`config.mk`:
```
export PLATFORM = sky130hd
export DESIGN_NAME = stoch_sar_adc
export DESIGN_NICKNAME = d
export VERILOG_FILES = /design/src/rtl/stoch_sar_adc.sv
export SDC_FILE = /design/constraint.sdc
export NUM_CORES = 1
export LEC_CHECK = 0
export BUFFER_PORTS_ARGS = -buffer_cell sky130_fd_sc_hd__buf_2
export CAP_MARGIN = 20
export CORE_MARGIN = 5
export CORE_UTILIZATION = 55
export DETAILED_ROUTE_END_ITERATION = 12
export PLACE_DENSITY_LB_ADDON = 0.08
export SLEW_MARGIN = 20
export SYNTH_ARGS = -nofsm -noshare
export SYNTH_HDL_FRONTEND = slang
export SYNTH_SLANG_ARGS = --single-unit
```
`constraint.sdc`:
```
create_clock -name clk -period 11.4 [get_ports clk]
set_clock_uncertainty 0.15 [all_clocks]
set_input_delay 0.57 -clock clk [delete_from_list [all_inputs] [get_ports clk]]
set_output_delay 0.57 -clock clk [all_outputs]
set_load 0.01 [all_outputs]
```
`src/rtl/stoch_sar_adc.sv`:
```
module stoch_sar_adc #(
  parameter int RES  = 10,
  parameter int NCH  = 8,
  parameter int SW   = 16,
  parameter logic [RES-1:0] TAPS = 10'h240
) (
  input  logic               clk,
  input  logic               rst_n,
  input  logic [SW-1:0]      settle,
  input  logic               below,
  output logic               pulse,
  output logic [$clog2(NCH)-1:0] chan,
  output logic               done,
  output logic [NCH*RES-1:0] result
);
  localparam int CW = $clog2(NCH);
  localparam int BW = $clog2(RES);
  localparam logic [RES-1:0] MID = RES'(1) << (RES-1);

  logic [RES-1:0] lfsr, trial;
  logic [BW-1:0]  bidx;
  logic [SW-1:0]  cnt;
  logic           dec;
  logic [RES-1:0] mask, kept;

  assign pulse = trial > lfsr;
  assign dec   = ({1'b0, cnt} + 1'b1) >= {1'b0, settle};
  assign mask  = RES'(1) << bidx;
  assign kept  = below ? (trial & ~mask) : trial;

  always_ff @(posedge clk) begin
    if (!rst_n) lfsr <= RES'(1);
    else        lfsr <= {lfsr[RES-2:0], ^(lfsr & TAPS)};
  end

  always_ff @(posedge clk) begin
    if (!rst_n) begin
      trial  <= MID;
      bidx   <= BW'(RES-1);
      cnt    <= '0;
      chan   <= '0;
      done   <= 1'b0;
      result <= '0;
    end else begin
      done <= 1'b0;
      if (!dec) begin
        cnt <= cnt + 1'b1;
      end else begin
        cnt <= '0;
        if (bidx == '0) begin
          result[chan*RES +: RES] <= kept;
          trial <= MID;
          bidx  <= BW'(RES-1);
          chan  <= (chan == CW'(NCH-1)) ? '0 : chan + 1'b1;
          done  <= 1'b1;
        end else begin
          trial <= kept | (mask >> 1);
          bidx  <= bidx - 1'b1;
        end
      end
    end
  end

  a_r6_done_one_clock: assert property (@(posedge clk) disable iff (!rst_n)
    done |=> !done);
  a_r7_round_robin: assert property (@(posedge clk) disable iff (!rst_n)
    $rose(done) |-> chan == (($past(chan) == CW'(NCH-1)) ? '0 : $past(chan) + 1'b1));
  a_r3_restart_mid: assert property (@(posedge clk) disable iff (!rst_n)
    done |-> trial == MID);
  a_r4_trial_held: assert property (@(posedge clk) disable iff (!rst_n)
    !dec |=> $stable(trial));
  a_r6_result_only_at_end: assert property (@(posedge clk) disable iff (!rst_n)
    !(dec && bidx == '0) |=> $stable(result));
  a_r2_lfsr_alive: assert property (@(posedge clk) disable iff (!rst_n)
    lfsr != '0);
endmodule

```
==> flow_summary.toml <==
[status]
status = "completed"

[finish]
final_area_mm2 = 0.00874
fill_cells = 1247
synthToLayoutAreaGrowth_pct = 15.2
drive_gt1_share_pct = 15.7
final_core_util_pct = 63.7
nets = 1097
antennaDiodeCount = 0
regArea_mm2 = 0.00248
multi_input_area_mm2 = 0.00471

[clock_tree]
post_cts_resized = 0
cts_setup_buffers = 0
cts_buffers = 17
clock-sinks = 124
holdBufCountCts = 0
cts_max_path_buffers = 2
clock_latency_ns = 0.42
clock-root-buffer = "clkbuf_16"
htree_levels = 4
clkTransAtPathRegs_ns = 0.06
cts_tree = "done"

[drt]
wl_met3_mm = 1.51
top_layer = "met4"
drt-total-wl_mm = 23.1
ant_nets = 0
wl_met1_mm = 10.3
firstDrtPassIters = 5
vias_per_cell = 6.01
avgRoutedWirePerCell_um = 18.7
drc_errors = 0
wl_met2_mm = 10.5
dr_total_vias = 7412
drtIter0Drc = 684

[placement]
numPortBuffers = 103
place_hpwl_mm = 16.6
place_congestion = 1.04
post_dp_cell_area_mm2 = 0.00814

[worst_hold_path]
hp-start = "lfsr[5]"
worstHoldPathType = "flop to flop"

[setup_path]
cp_slowest_cell = "and3_1"
cp_max_fo = 30
worst-path-stages = 13
cp_common_cell = "nor3_1"
cp_slowest_stage_delay_ns = 0.89
cp-end-kind = "flop"
rrSetupSlack_ns = 7.21
rr_worst_depth = 13
r2r-end = "trial[8]"
crit_family = "simple AND/OR/NAND/NOR gates"
path_cells = "ha_1, nand2_1, nor3_1, and4_1, xor2_1, ha_1, nand4_1, nor3_1, o311a_1, o31ai_1, and3_1, nor3_1, o221a_2"
setup.worst_path.class = "flop to flop"
endpoint = "trial[8]"
startpoint = "cnt[0]"
critPathBufInv = 0
reg2reg_from = "cnt[0]"
startpoint_type = "flop"
cp.arrival_ns = 4.35
critical_path_required_ns = 11.55

[sta]
period_share_pct = 36.8
timing.hold.ws_ns = 0.288
fmax_mhz = 238
grt_setup_unrepaired = "false"
tns_ns = 0
hold_viol = 0
maxSlewHeadroom_pct = 31.7
finalSetupViolations = 0
tightest_slew_ns = 1.02
period_needed_ns = 4.19
final_max_slew_viol_count = 0

[synthesis]
syn_nets = 1027
synth.cell_area_mm2 = 0.00759
synth-warning-count = 0
synthFlopType = "dfxtp_1"
synth_edf_count = 0
synthCells = 970
async_reset_ff_share_pct = 0
ys_ff_latch = 124
ys_types = 71
yosysSeqAreaShare_pct = 32.7
avgSynthCellArea_um2 = 7.82

[die]
io_pins = 104
fp.dieW_um = 127
initial_utilization_pct = 55.3
fp.coreArea_mm2 = 0.0137
die_h_um = 127
rows = 43
dieArea_mm2 = 0.0162

[global_routing]
grt_pass1_wl_mm = 36.7
overflow = 0
grt_start_max_net_pins = 72
grt_antenna_before_repair = 0
track_usage_pct = 28.3
grt_pass1_vias = 6987

[job]
drv_cap = 0

[power]
ir_drop_mv = 0.0970
power_density_mw_per_mm2 = 115
p_leak_nw = 3.84
[cell families after synthesis]
kind of cell / after synthesis / share of synthesized area, %
compound gates: 169 / 14.7
flops: 124 / 32.7
buf+inv: 100 / 5.36
fa+ha+maj: 38 / 6.27
mux: 85 / 11.3
simple gates: 436 / 27.7
xor+xnor: 18 / 2.08
[power breakdown]
part	internal [mW]	leakage, nW	switching (mW)	total [mW]
clock	0.334	0.278	0.207	0.541
sequential	0.435	1.00	0.00102	0.436
combinational	0.00826	2.56	0.0168	0.0251
[worst reg2reg max path, cell delays in order (launching register included)]
cell and delay, ns:
dfxtp_1 0.38, ha_1 0.23, nand2_1 0.11, nor3_1 0.41, and4_1 0.26, xor2_1 0.19, ha_1 0.27, nand4_1 0.14
nor3_1 0.08, o311a_1 0.35, o31ai_1 0.25, and3_1 0.89, nor3_1 0.12, o221a_2 0.27
[final cells by class]
cell class	instances	area share (%)
clock inverter	13	1.63
multi-input combinational	746	53.9
clock buffer	19	5.18
inverter	40	1.72
timing repair buffer	111	6.61
tap	180	2.58
sequential	124	28.4
[flip-flops by register name (all words and copies together) (netlist names)]
signal / cells
done: 1
lfsr: 10
result: 80
trial: 10
bidx: 4
chan: 3
cnt: 16
[metal layers]
metal	vias up	track usage [%]
li1	3590	-
met1	3438	37.4
met2	311	44.5
met3	73	5.27
met4	0	13.9
met5	-	0
[layout by cell type, fill, tap and decap left out, types with 11 or more instances in the layout]
master,instances
a21oi_1,38
and3_1,28
buf_2,102
clkbuf_16,17
dfxtp_1,124
ha_1,38
inv_1,39
mux2i_1,81
nand2_1,171
nand2b_1,19
nand3_1,40
nand4_1,11
nor2_1,60
nor3_1,45
o21ai_0,33
o22ai_1,28
or3_1,13
[synth_stat cells, drive strengths merged, types with 5 or more instances]
cell type | instances | area (um2)
nand2 | 172 | 648
dfxtp | 124 | 2480
mux2i | 81 | 811
nor2 | 61 | 229
clkbuf | 53 | 199
nor3 | 46 | 241
inv | 40 | 150
nand3 | 40 | 200
a21oi | 38 | 190
ha | 38 | 475
o21ai | 37 | 185
and3 | 28 | 175
o22ai | 28 | 175
nand2b | 19 | 119
or3 | 13 | 81.3
and2 | 11 | 71.3
nand4 | 11 | 68.8
xnor2 | 9 | 78.8
xor2 | 9 | 78.8
a211oi | 7 | 52.6
buf | 7 | 57.6
o31ai | 7 | 52.6
nand3b | 6 | 45.0
nor4 | 6 | 37.5
a21o | 5 | 37.5
nor2b | 5 | 31.3
or2 | 5 | 31.3
[how the worst min path moves through the flow]
| stage | depth (start not counted) | slack [ns] | endpoint |
|---|---|---|---|
| floorplan | 2 | 0.27 | lfsr[2] |
| finish | 2 | 0.29 | lfsr[6] |
| CTS | 2 | 0.29 | lfsr[6] |
| global route | 2 | 0.32 | result[42] |
| detailed placement | 2 | 0.29 | lfsr[6] |
| global placement | 2 | 0.29 | lfsr[6] |
[stage by stage]
| step | setup WS [ns] | total power [mW] | cells |
|---|---|---|---|
| 2_1_floorplan | 7.63 | 0.462 | 970 |
| 3_5_place_dp | 7.27 | 0.471 | 1201 |
| 4_1_cts | 7.26 | 1.01 | 1233 |
| 5_1_grt | 6.88 | 1.03 | 1233 |
| 3_3_place_gp | 7.35 | 0.470 | 1201 |
| 6_report | 7.21 | 1.00 | 1233 |
No activity file was read; power rests on OpenSTA's default activity.
